[config.mk]
export PLATFORM = sky130hd
export DESIGN_NAME = irq_vic
export DESIGN_NICKNAME = d
export VERILOG_FILES = /design/src/rtl/irq_vic_pkg.sv /design/src/rtl/irq_vic_src.sv /design/src/rtl/irq_vic_arb.sv /design/src/rtl/irq_vic.sv
export SDC_FILE = /design/constraint.sdc
export NUM_CORES = 1
export LEC_CHECK = 0
export ABC_CLOCK_PERIOD_IN_PS = 213600
export BUFFER_PORTS_ARGS = -buffer_cell sky130_fd_sc_hd__buf_2
export CELL_PAD_IN_SITES_DETAIL_PLACEMENT = 1
export CELL_PAD_IN_SITES_GLOBAL_PLACEMENT = 2
export CORE_ASPECT_RATIO = 1.5
export CORE_UTILIZATION = 45
export DETAILED_ROUTE_END_ITERATION = 10
export GPL_TIMING_DRIVEN = 0
export PLACE_DENSITY_LB_ADDON = 0.1
export SLEW_MARGIN = 20
export SYNTH_ARGS = -nofsm -noshare
export SYNTH_HDL_FRONTEND = slang
export SYNTH_SLANG_ARGS = --single-unit
[constraint.sdc]
create_clock -name clk -period 213.6 [get_ports clk]
set_clock_uncertainty 0.05 [all_clocks]
set_input_delay 10.68 -clock clk [delete_from_list [all_inputs] [get_ports clk]]
set_output_delay 10.68 -clock clk [all_outputs]
set_load 0.05 [all_outputs]
[src/rtl/irq_vic_pkg.sv]
package irq_vic_pkg;
    localparam int PRIO_W = 3;

    typedef struct packed {
        logic              en;
        logic              edge_m;
        logic [PRIO_W-1:0] prio;
    } src_cfg_t;

    localparam int CFG_W = $bits(src_cfg_t);

    typedef enum logic [1:0] {
        ST_IDLE  = 2'd0,
        ST_OFFER = 2'd1,
        ST_HELD  = 2'd2
    } vic_state_t;
endpackage

[src/rtl/irq_vic_src.sv]
module irq_vic_src
    import irq_vic_pkg::*;
#(
    parameter bit ACTIVE_LOW = 1'b0
) (
    input  logic     clk,
    input  logic     rst_n,
    input  logic     irq_raw,
    input  logic     cfg_wr,
    input  src_cfg_t cfg_in,
    input  logic     clr,
    output src_cfg_t cfg_q,
    output logic     pend
);
    localparam logic IDLE_LVL = ACTIVE_LOW;

    logic sync1, sync2, act_prev;
    logic act_now, rise;

    // two-flop synchronizer, then the edge history of the corrected level
    always_ff @(posedge clk or negedge rst_n) begin
        if (!rst_n) begin
            sync1    <= IDLE_LVL;
            sync2    <= IDLE_LVL;
            act_prev <= 1'b0;
        end else begin
            sync1    <= irq_raw;
            sync2    <= sync1;
            act_prev <= act_now;
        end
    end

    assign act_now = sync2 ^ ACTIVE_LOW;
    assign rise    = act_now & ~act_prev;

    always_ff @(posedge clk or negedge rst_n) begin
        if (!rst_n) begin
            cfg_q <= '0;
        end else if (cfg_wr) begin
            cfg_q <= cfg_in;
        end
    end

    // level: follow the line; edge: sticky, a new edge wins over a clear
    always_ff @(posedge clk or negedge rst_n) begin
        if (!rst_n) begin
            pend <= 1'b0;
        end else if (!cfg_q.edge_m) begin
            pend <= act_now;
        end else begin
            pend <= rise | (pend & ~clr);
        end
    end
endmodule

[src/rtl/irq_vic_arb.sv]
module irq_vic_arb
    import irq_vic_pkg::*;
#(
    parameter int NUM_SRC = 64,
    parameter int VEC_W   = $clog2(NUM_SRC)
) (
    input  logic [NUM_SRC-1:0]        req,
    input  logic [NUM_SRC*PRIO_W-1:0] prio_flat,
    output logic                      found,
    output logic [VEC_W-1:0]          win_id
);
    logic [PRIO_W-1:0] best;

    // strict greater-than keeps the lower index on a tie
    always_comb begin
        found  = 1'b0;
        win_id = '0;
        best   = '0;
        for (int i = 0; i < NUM_SRC; i++) begin
            if (req[i] && (!found || prio_flat[i*PRIO_W +: PRIO_W] > best)) begin
                found  = 1'b1;
                best   = prio_flat[i*PRIO_W +: PRIO_W];
                win_id = VEC_W'(i);
            end
        end
    end
endmodule

[src/rtl/irq_vic.sv]
module irq_vic
    import irq_vic_pkg::*;
#(
    parameter int NUM_SRC = 64,
    parameter int NUM_LOW = 5,
    parameter int VEC_W   = $clog2(NUM_SRC)
) (
    input  logic               clk,
    input  logic               rst_n,
    input  logic [NUM_SRC-1:0] irq_in,
    input  logic               cfg_we,
    input  logic [VEC_W:0]     cfg_addr,
    input  logic [CFG_W-1:0]   cfg_wdata,
    input  logic               ack,
    output logic               cpu_req,
    output logic               vec_valid,
    output logic [VEC_W-1:0]   vec_id
);
    logic [NUM_SRC-1:0]        pend_v, en_v, edge_v, live;
    logic [NUM_SRC*PRIO_W-1:0] prio_flat;
    logic                      any_live, held_live;
    logic [VEC_W-1:0]          win_id;
    logic [VEC_W-1:0]          vec_q;
    logic                      offer_s, held_s;
    vic_state_t                state_q, state_d;

    for (genvar g = 0; g < NUM_SRC; g++) begin : g_src
        src_cfg_t c;
        logic     hit;
        assign hit = cfg_we && (cfg_addr[VEC_W-1:0] == VEC_W'(g));
        irq_vic_src #(.ACTIVE_LOW(1'(g < NUM_LOW))) u_src (
            .clk     (clk),
            .rst_n   (rst_n),
            .irq_raw (irq_in[g]),
            .cfg_wr  (hit && !cfg_addr[VEC_W]),
            .cfg_in  (src_cfg_t'(cfg_wdata)),
            .clr     (hit && cfg_addr[VEC_W]),
            .cfg_q   (c),
            .pend    (pend_v[g])
        );
        assign en_v[g]                        = c.en;
        assign edge_v[g]                      = c.edge_m;
        assign prio_flat[g*PRIO_W +: PRIO_W]  = c.prio;
    end

    assign live      = pend_v & en_v;
    assign any_live  = |live;
    assign held_live = live[vec_q];
    assign cpu_req   = any_live;

    irq_vic_arb #(.NUM_SRC(NUM_SRC), .VEC_W(VEC_W)) u_arb (
        .req       (live),
        .prio_flat (prio_flat),
        .found     (),
        .win_id    (win_id)
    );

    // next state
    always_comb begin
        state_d = state_q;
        unique case (state_q)
            ST_IDLE:  if (any_live) state_d = ST_OFFER;
            ST_OFFER: begin
                if (!any_live)  state_d = ST_IDLE;
                else if (ack)   state_d = ST_HELD;
            end
            ST_HELD:  if (!held_live) state_d = ST_IDLE;
            default:  state_d = ST_IDLE;
        endcase
    end

    // state register
    always_ff @(posedge clk or negedge rst_n) begin
        if (!rst_n) state_q <= ST_IDLE;
        else        state_q <= state_d;
    end

    // outputs: vector tracks the winner until an ack freezes it
    always_ff @(posedge clk or negedge rst_n) begin
        if (!rst_n) begin
            vec_q <= '0;
        end else if (state_q != ST_HELD && state_d != ST_HELD) begin
            vec_q <= win_id;
        end
    end

    assign offer_s   = (state_q == ST_OFFER);
    assign held_s    = (state_q == ST_HELD);
    assign vec_valid = offer_s | held_s;
    assign vec_id    = vec_q;
endmodule

==> results.sh, run 1 <==
export IMPL_placed_area_mm2=0.0320
export IMPL_postCtsSetupRepairBufs=0
export IMPL_synthArstFlopShare_pct=100
export IMPL_hold_class="register to register"
export IMPL_leakagePower_uw=0.0158
export IMPL_cts_buffers=58
export IMPL_vias=23400
export IMPL_crit_fanout=10
export IMPL_synthTopCellsByArea="dfrtp_1 48%, mux2_2 12%, ha_1 5.7%, nand2_1 5.0%, a21oi_1 2.5%"
export IMPL_synth_edff_count=0
export IMPL_maxCapViolCount=0
export IMPL_synthFlopType="dfrtp_1"
export IMPL_intPower_uw=253
export IMPL_cp_end_kind="register"
export IMPL_power_density_mw_per_mm2=11.8
export IMPL_cpLargestDelayFamily="compound AO/OA/AOI/OAI gates"
export IMPL_cts_sinks=584
export IMPL_grt_pass1_vias=25200
export IMPL_swShare_pct=37.3
export IMPL_htree_levels=2
export IMPL_clkLatencyLatePin_ns=0.66
export IMPL_wire_per_inst_um=25.8
export IMPL_maxSlewViolCount=0
export IMPL_r2r_setup_slack_ns=102.25
export IMPL_routed_wl_mm=101
export IMPL_initial_utilization_pct=45.7
export IMPL_status="finished clean"
export IMPL_final_cell_area_mm2=0.0342
export IMPL_io_pins=88
export IMPL_cts_reportedPaths_clkPinSlew_ns=0.07
export IMPL_hold_buffers=0
export IMPL_grt_usage_pct=30.3
export IMPL_avgSynthCellArea_um2=10.7
export IMPL_slowest_delay_ns=0.73
export IMPL_hold_viol_final=0
export IMPL_postSynthCellCount=2816
export IMPL_timing_critical_path_mode_cell="a21oi_1"
export IMPL_finalSetupViolations=0
export IMPL_place_congestion=0.919
export IMPL_ys_warnings_count=0
export IMPL_coreArea_mm2=0.0659
export IMPL_worst_pin_slew_ns=1.12
export IMPL_start_kind="register"
export IMPL_drt_iter0_drc=1512
export IMPL_ys_ff_latch=584
export IMPL_rows=115
export IMPL_chipWidth_um=213
export IMPL_die_h_um=319
export IMPL_worst_ir_drop_vdd_mv=0.0111
export IMPL_drc_errors=0
export IMPL_p_clk_share_pct=28.7
export IMPL_switchingPower_uw=151
export IMPL_setup_tns_final_ns=0
export IMPL_ys_seq_area_share_pct=48.6
export IMPL_ctsRootBufferMaster="clkbuf_16"
export IMPL_yosys_area_top_type="dfrtp_1"
export IMPL_final_layout_size_suffix_gt1_share_pct=21.3
export IMPL_post_route_period_util_pct=52.1
export IMPL_dp_hpwl_mm=76.5
export IMPL_timing_fmax_ghz=0.00898
export IMPL_synth_cell_area_mm2=0.0301
export IMPL_cts_resized=0
export IMPL_dr_pass1_iters=5
export IMPL_pwr_share_seq_pct=31.8
export IMPL_antenna_found_initial=3
export IMPL_cp_buffers_inverters=36
export IMPL_yosysTopAreaCellShare_pct=47.7
export IMPL_fin_crit_ns=111.35
export IMPL_grt_pass1_wl_mm=154
export IMPL_cts_tree="built"
export IMPL_area_growth_pct=13.5
export IMPL_cp_required_ns=214.06
export IMPL_crit_type="register to register"
export IMPL_port_buffers=81
export IMPL_ant_nets=0
export IMPL_pwr_share_comb_pct=39.6
export IMPL_grt_max_degree=101
export IMPL_layout_nets=3197
export IMPL_worstPathArrival_ns=111.81
export IMPL_rsz0062_at_grt="no"
export IMPL_relSlewSlack_pct=25.1
export IMPL_grt_overflow_total=0
export IMPL_dieArea_mm2=0.0680
export IMPL_clockBufferDepth=3
export IMPL_routed_via_density=5.99
export IMPL_cp_slowest_cell="a211oi_1"
export IMPL_synth_net_count=3033
export IMPL_synth_cell_types=104
## power groups by stage
stage	Sequential [uW]	Clock (uW)	Combinational [uW]
6_report	128	116	160
5_1_grt	129	122	178
4_1_cts	128	118	160
3_5_place_dp	130	0	159
3_3_place_gp	130	0	150
2_1_floorplan	128	0	111
## layout by cell type, fill, tap and decap left out, types with 14 or more instances in the layout
cell / n
nor2b_1: 37
mux4_2: 21
o31ai_1: 17
clkbuf_16: 61
o21ai_0: 112
a32o_1: 64
o21a_1: 15
nand3_1: 86
clkbuf_1: 57
inv_1: 150
dfrtp_1: 574
a211oi_1: 14
mux2_2: 310
nor2_1: 147
and2_1: 21
mux2i_1: 24
buf_2: 87
and3_1: 30
a31oi_1: 38
buf_4: 14
nand4_1: 16
a21o_1: 36
nor3_1: 30
ha_1: 137
nand2b_1: 25
nand2_1: 404
a21oi_1: 150
or2_2: 19
## layer usage
metal  share of wire [%]  GRT usage (%)  wire, um  vias to the layer above
met5               0.018              0        18                        -
met4                 4.5           12.5      4520                        2
met3                 3.2           3.43      3230                      204
met2                  51           53.1     50900                      447
met1                  42           37.5     42000                    12200
li1                    -              -         -                    10600
## state kept, by name (all words and copies together) (netlist names)
register	cells
vec_id	6
g_src.u_src.pend	64
g_src.u_src.act_prev	64
state_q	2
g_src.u_src.sync1	64
g_src.u_src.cfg_q	320
g_src.u_src.sync2	5
g_src.u_src.act_now	59
## per-stage QoR
stage / instances / utilization, % / hold slack, ns / power (uW) / worst slack, ns
after floorplan: 2816 / - / 0.281 / 239 / 124.38
after global placement: 3774 / 48.0 / 0.283 / 280 / 105.56
after detailed placement: 3797 / 48.6 / 0.286 / 289 / 103.43
after CTS: 3906 / 51.9 / 0.301 / 406 / 102.79
after global routing: 3906 / 51.9 / 0.303 / 429 / 92.79
final: 3907 / 51.9 / 0.296 / 404 / 102.25
## layout make-up
cell class                 instances  area (um^2)
antenna                            1         2.50
sequential                       584        14600
clock inverter                    29          458
multi-input combinational       2013        14700
fill                            7228        31700
clock buffer                      80         1710
buffer                            66          280
tap                              877         1100
timing repair buffer             104          731
inverter                         153          574
## cell usage after synthesis, types with 14 or more instances
| library cell | instances |
|---|---|
| dfrtp_1 | 574 |
| nand2_1 | 404 |
| mux2_2 | 310 |
| nor2_1 | 151 |
| a21oi_1 | 150 |
| inv_1 | 150 |
| ha_1 | 137 |
| o21ai_0 | 112 |
| nand3_1 | 86 |
| a32o_1 | 64 |
| clkbuf_1 | 52 |
| a31oi_1 | 38 |
| nor2b_1 | 37 |
| nor3_1 | 37 |
| a21o_1 | 36 |
| and3_1 | 30 |
| nand2b_1 | 25 |
| mux2i_1 | 24 |
| and2_1 | 21 |
| mux4_2 | 21 |
| or2_2 | 19 |
| o31ai_1 | 17 |
| nand4_1 | 16 |
| o21a_1 | 15 |
| a211oi_1 | 14 |
## worst paths after layout
path	start	endpoint	depth (start not counted)
max in group asynchronous	rst_n	g_src[42].u_src.cfg_q[3]	3
hold / removal	g_src[48].u_src.sync1	g_src[48].u_src.act_now	0
hold reg to reg	g_src[48].u_src.sync1	g_src[48].u_src.act_now	0
min in group asynchronous	rst_n	g_src[25].u_src.sync1	1
setup / recovery	g_src[0].u_src.pend	vec_id[5]	517
setup reg to reg	g_src[0].u_src.pend	vec_id[5]	517
## cell families after synthesis
logic type	after synthesis	share of synthesized area [%]
buffers and inverters	219	2.82
AND/OR/NAND/NOR	892	13.8
flip-flops	584	48.6
adder cells (fa/ha/maj)	148	6.06
AO/OA/AOI/OAI	617	14.7
multiplexers	356	14.0
Power figures use the tool's default switching activity.
==> run 2, diff against run 1 <==
--- a/config.mk
+++ b/config.mk
@@ -5,12 +5,12 @@
 export SDC_FILE = /design/constraint.sdc
 export NUM_CORES = 1
 export LEC_CHECK = 0
-export ABC_CLOCK_PERIOD_IN_PS = 213600
+export ABC_CLOCK_PERIOD_IN_PS = 99500
 export BUFFER_PORTS_ARGS = -buffer_cell sky130_fd_sc_hd__buf_2
 export CELL_PAD_IN_SITES_DETAIL_PLACEMENT = 1
 export CELL_PAD_IN_SITES_GLOBAL_PLACEMENT = 2
 export CORE_ASPECT_RATIO = 1.5
-export CORE_UTILIZATION = 45
+export CORE_UTILIZATION = 38
 export DETAILED_ROUTE_END_ITERATION = 10
 export GPL_TIMING_DRIVEN = 0
 export PLACE_DENSITY_LB_ADDON = 0.1
==> constraint.sdc (replaced) <==
create_clock -name clk -period 99.5 [get_ports clk]
set_clock_uncertainty 0.05 [all_clocks]
set_input_delay 4.975 -clock clk [delete_from_list [all_inputs] [get_ports clk]]
set_output_delay 4.975 -clock clk [all_outputs]
set_load 0.05 [all_outputs]
==> results.sh, run 2 (synthesis results as in run 1) <==
export IMPL_status="finished clean"
export IMPL_grt_overflow_total=0
export IMPL_grt_max_degree=101
export IMPL_layout_commonest_cell="dfrtp_1"
export IMPL_vias=23600
export IMPL_hold_depth=0
export IMPL_worstPathArrival_ns=95.12
export IMPL_cts_tree="built"
export IMPL_cp_end_kind="register"
export IMPL_start_kind="register"
export IMPL_dr_pass1_iters=4
export IMPL_crit_type="register to register"
export IMPL_clkLatencyLatePin_ns=0.65
export IMPL_cpLargestDelayFamily="compound AO/OA/AOI/OAI gates"
export IMPL_place_congestion=0.891
export IMPL_fin_crit_ns=94.65
export IMPL_slowest_delay_ns=0.48
export IMPL_worst_pin_slew_ns=1.09
export IMPL_crit_fanout=10
export IMPL_hold_viol_final=0
export IMPL_die_h_um=347
export IMPL_maxSlewViolCount=0
export IMPL_grt_pass1_vias=25100
export IMPL_area_growth_pct=19.8
export IMPL_io_pins=88
export IMPL_maxCapViolCount=0
export IMPL_cp_slowest_cell="or3b_2"
export IMPL_final_core_util_pct=46.0
export IMPL_coreArea_mm2=0.0785
export IMPL_post_route_period_util_pct=95.1
export IMPL_htree_levels=2
export IMPL_drc_errors=0
export IMPL_routed_via_density=5.67
export IMPL_relSlewSlack_pct=27.4
export IMPL_worst_ir_drop_vdd_mv=0.0159
export IMPL_ant_nets=0
export IMPL_timing_critical_path_mode_cell="ha_1"
export IMPL_initial_utilization_pct=38.4
export IMPL_ff2ff_path_depth=499
export IMPL_dieArea_mm2=0.0804
export IMPL_drt_iter0_drc=1071
export IMPL_dp_hpwl_mm=77.8
export IMPL_port_buffers=81
export IMPL_cp_required_ns=99.97
export IMPL_r2r_setup_slack_ns=4.85
export IMPL_routed_wl_mm=104
export IMPL_cp_depth=499
export IMPL_wire_per_inst_um=25.0
export IMPL_hold_buffers=0
export IMPL_total_power_uw=910
export IMPL_grt_pass1_wl_mm=157
export IMPL_timing_fmax_ghz=0.0106
export IMPL_power_density_mw_per_mm2=25.2
export IMPL_antennaDiodeCount=0
export IMPL_cts_reportedPaths_clkPinSlew_ns=0.07
export IMPL_dpl_worst_slack_ns=-11.08
export IMPL_rows=126
export IMPL_clockBufferDepth=3
export IMPL_final_cell_mix="574 x dfrtp_1, 401 x nand2_1, 310 x mux2_2"
export IMPL_chipWidth_um=232
export IMPL_placed_area_mm2=0.0322
export IMPL_cts_buffers=59
export IMPL_fin_ws_ns=4.85
export IMPL_layout_nets=3301
export IMPL_final_layout_size_suffix_gt1_share_pct=29.2
export IMPL_final_cell_area_mm2=0.0361
export IMPL_grt_usage_pct=25.9
export IMPL_whs_ns=0.294
export IMPL_regMostFlops="g_src.u_src.cfg_q"
export IMPL_fillers=8480
export IMPL_ctsRootBufferMaster="clkbuf_16"
export IMPL_cts_sinks=584
export IMPL_finalSetupViolations=0
export IMPL_cp_buffers_inverters=29
export IMPL_hold_class="register to register"
export IMPL_largest_register_ffs=320
export IMPL_leakagePower_uw=0.0164
export IMPL_antenna_found_initial=6
## run 2: cell count changes in the layout (fill, tap and decap cells not counted), moves of 18 or more
cell,previous run,this run
a21oi_1,150,125
o21ai_2,3,26
buf_4,14,122
a21oi_2,1,22
nor2_1,147,129
o21ai_0,112,73
## run 2: layout make-up
class,instances,area [um^2],area share [%]
clock buffers,87,1730,4.81
multi-input cells,2013,15800,43.8
plain buffers,61,265,0.735
inverters,153,574,1.59
flip-flops and latches,584,14600,40.5
well taps,1024,1280,3.55
clock inverters,21,274,0.759
repair buffers,212,1540,4.27
## run 2: path summary, 6_finish.rpt
| check | startpoint | to |
|---|---|---|
| max in group asynchronous | rst_n | g_src[52].u_src.cfg_q[4] |
| setup / recovery | g_src[0].u_src.pend | vec_id[5] |
| setup reg to reg | g_src[0].u_src.pend | vec_id[5] |
| hold reg to reg | g_src[56].u_src.sync1 | g_src[56].u_src.act_now |
| min in group asynchronous | rst_n | g_src[24].u_src.act_now |
| hold / removal | g_src[56].u_src.sync1 | g_src[56].u_src.act_now |
## run 2: stage by stage
step | cells | TNS (ns)
floorplan | 2816 | 0
global placement | 3921 | -51.14
detailed placement | 3945 | -64.79
CTS | 4076 | 0
global route | 4155 | -3.20
finish | 4155 | 0
## run 2: metal layers
metal | part of all wire (%) | GRT usage (%) | up-vias
met1 | 41 | 31.9 | 12300
li1 | - | - | 10700
met4 | 4.3 | 9.67 | 6
met5 | 0.037 | 0 | -
met3 | 3.1 | 2.98 | 185
met2 | 51 | 46.0 | 385
## run 2: where the power goes
group | internal (uW) | switching, uW
clock | 136 | 98.4
sequential | 257 | 18.4
combinational | 168 | 232
## run 2: timing repair
item / 4_1_cts / 5_1_grt
buffers inserted: 26 / 81
endpoints found under the setup margin: 6 / 6
pin swaps: 18 / 65
gates cloned: 0 / 0
hold endpoints to repair: 0 / 0
resized for setup: 101 / 166
==> run 3, diff against run 2 <==
--- a/config.mk
+++ b/config.mk
@@ -10,7 +10,7 @@
 export CELL_PAD_IN_SITES_DETAIL_PLACEMENT = 1
 export CELL_PAD_IN_SITES_GLOBAL_PLACEMENT = 2
 export CORE_ASPECT_RATIO = 1.5
-export CORE_UTILIZATION = 38
+export CORE_UTILIZATION = 25
 export DETAILED_ROUTE_END_ITERATION = 10
 export GPL_TIMING_DRIVEN = 0
 export PLACE_DENSITY_LB_ADDON = 0.1
==> constraint.sdc (replaced) <==
create_clock -name clk -period 99.5 [get_ports clk]
set_clock_uncertainty 0.05 [all_clocks]
set_input_delay 9.95 -clock clk [delete_from_list [all_inputs] [get_ports clk]]
set_output_delay 9.95 -clock clk [all_outputs]
set_load 0.05 [all_outputs]
==> results.sh, run 3 (synthesis results as in run 1) <==
export IMPL_status="finished clean"
export IMPL_layout_nets=3339
export IMPL_pwr_share_comb_pct=43.6
export IMPL_final_layout_size_suffix_gt1_share_pct=31.0
export IMPL_grt_pass1_vias=25400
export IMPL_cts_reportedPaths_clkPinSlew_ns=0.06
export IMPL_hold_buffers=0
export IMPL_p_clk_share_pct=27.2
export IMPL_initial_utilization_pct=25.3
export IMPL_drc_errors=0
export IMPL_worstPathArrival_ns=94.57
export IMPL_routed_via_density=4.98
export IMPL_clockBufferDepth=3
export IMPL_ant_nets=0
export IMPL_intPower_uw=579
export IMPL_pwr_share_seq_pct=29.2
export IMPL_hold_viol_final=0
export IMPL_crit_type="register to register"
export IMPL_hold_class="register to register"
export IMPL_multiInputGateArea_mm2=0.0160
export IMPL_crit_fanout=10
export IMPL_cts_sinks=584
export IMPL_final_seq_area_mm2=0.0146
export IMPL_dp_hpwl_mm=87.7
export IMPL_layout_commonest_cell="dfrtp_1"
export IMPL_power_density_mw_per_mm2=25.2
export IMPL_timing_critical_path_mode_cell="ha_1"
export IMPL_rows=155
export IMPL_worst_pin_slew_ns=1.11
export IMPL_routed_wl_mm=115
export IMPL_finalSetupViolations=0
export IMPL_place_congestion=0.829
export IMPL_post_route_period_util_pct=94.6
export IMPL_cp_slowest_cell="or3b_2"
export IMPL_htree_levels=3
export IMPL_port_buffers=81
export IMPL_coreArea_mm2=0.119
export IMPL_vias=23600
export IMPL_clkLatencyLatePin_ns=0.66
export IMPL_grt_overflow_total=0
export IMPL_worst_ir_drop_vdd_mv=0.0150
export IMPL_cp_end_kind="register"
export IMPL_wire_per_inst_um=24.2
export IMPL_final_cell_mix="574 x dfrtp_1, 400 x nand2_1, 310 x mux2_2"
export IMPL_drt_iter0_drc=828
export IMPL_chipWidth_um=285
export IMPL_fin_crit_ns=94.09
export IMPL_grt_pass1_wl_mm=171
export IMPL_io_pins=88
export IMPL_setup_tns_final_ns=0
export IMPL_leakagePower_uw=0.0167
export IMPL_fillers=13200
export IMPL_die_h_um=427
export IMPL_cp_required_ns=99.98
export IMPL_swShare_pct=38.8
export IMPL_largest_register_ffs=320
export IMPL_cts_buffers=69
export IMPL_relSlewSlack_pct=25.7
export IMPL_total_power_uw=946
export IMPL_timing_fmax_ghz=0.0106
export IMPL_cts_tree="built"
export IMPL_dieArea_mm2=0.122
export IMPL_maxCapViolCount=0
export IMPL_start_kind="register"
export IMPL_maxSlewViolCount=0
export IMPL_slowest_delay_ns=0.47
export IMPL_grt_usage_pct=19.0
export IMPL_grt_max_degree=97
export IMPL_antenna_found_initial=8
export IMPL_area_growth_pct=24.4
export IMPL_regMostFlops="g_src.u_src.cfg_q"
export IMPL_ctsRootBufferMaster="clkbuf_16"
export IMPL_dr_pass1_iters=5
export IMPL_switchingPower_uw=367
-- run 3: changes by cell type in the layout (fill, tap and decap cells not counted), sizes merged --
cell / previous run / this run
buf: 226 / 254
clkinv: 12 / 20
diode: 0 / 3
bufinv: 6 / 5
-- run 3: what timing repair did --
| action | in CTS | in global routing |
|---|---|---|
| buffers inserted | 39 | 88 |
| pin swaps | 29 | 90 |
| setup endpoints to repair | 6 | 6 |
| resized for setup | 117 | 192 |
-- run 3: power groups by stage --
stage          clock network, uW  logic (uW)  registers (uW)
3_3_place_gp                   0         338             280
6_report                     257         413             276
3_5_place_dp                   0         349             280
2_1_floorplan                  0         238             276
4_1_cts                      268         372             276
5_1_grt                      274         456             279
-- run 3: worst paths after layout --
check,startpoint,slack [ns],depth (start not counted),end
worst max-delay path,g_src[0].u_src.pend,5.41,505,vec_id[5]
worst min-delay path,g_src[40].u_src.sync1,0.30,0,g_src[40].u_src.act_now
worst max register to register,g_src[0].u_src.pend,5.41,505,vec_id[5]
worst min register to register,g_src[40].u_src.sync1,0.30,0,g_src[40].u_src.act_now
max in group asynchronous,rst_n,88.46,5,g_src[37].u_src.cfg_q[0]
min in group asynchronous,rst_n,9.18,1,g_src[4].u_src.sync1
-- run 3: per-stage QoR --
step | hold slack (ns) | area, um^2 | instances | setup slack [ns] | utilization [%]
2_1_floorplan | 0.281 | 30100 | 2816 | 10.28 | -
3_3_place_gp | 0.282 | 32500 | 4467 | -11.81 | 27.2
3_5_place_dp | 0.286 | 33000 | 4499 | -13.04 | 27.7
4_1_cts | 0.298 | 36000 | 4650 | 0.0426 | 30.2
5_1_grt | 0.297 | 37500 | 4736 | -0.521 | 31.4
6_report | 0.296 | 37500 | 4739 | 5.41 | 31.4
-- run 3: final cells by class --
cell class                      instances  share of cell area, %
Buffer                                 61                  0.718
Sequential cell                       584                   39.0
Timing Repair Buffer                  240                   4.89
Inverter                              153                   1.53
Clock buffer                           87                   5.00
Multi-Input combinational cell       2013                   42.6
Antenna cell                            3                 0.0200
Tap cell                             1570                   5.24
Clock inverter                         28                  0.928
-- run 3: layer usage --
layer,part of all wire (%),up-vias,track usage [%]
met3,2.5,150,2.20
met2,52,303,34.0
met1,43,12300,23.1
li1,-,10900,-
met5,0.036,-,0
met4,3.3,6,7.10
-- run 3: critical path, delay by kind of cell, from the launching register on --
kind | cells | cell delay (ns)
buffers and inverters | 34 | 3.82
flip-flops | 1 | 0.39
AND/OR/NAND/NOR | 139 | 21.43
adder cells (fa/ha/maj) | 73 | 21.23
multiplexers | 15 | 4.73
AO/OA/AOI/OAI | 244 | 42.14
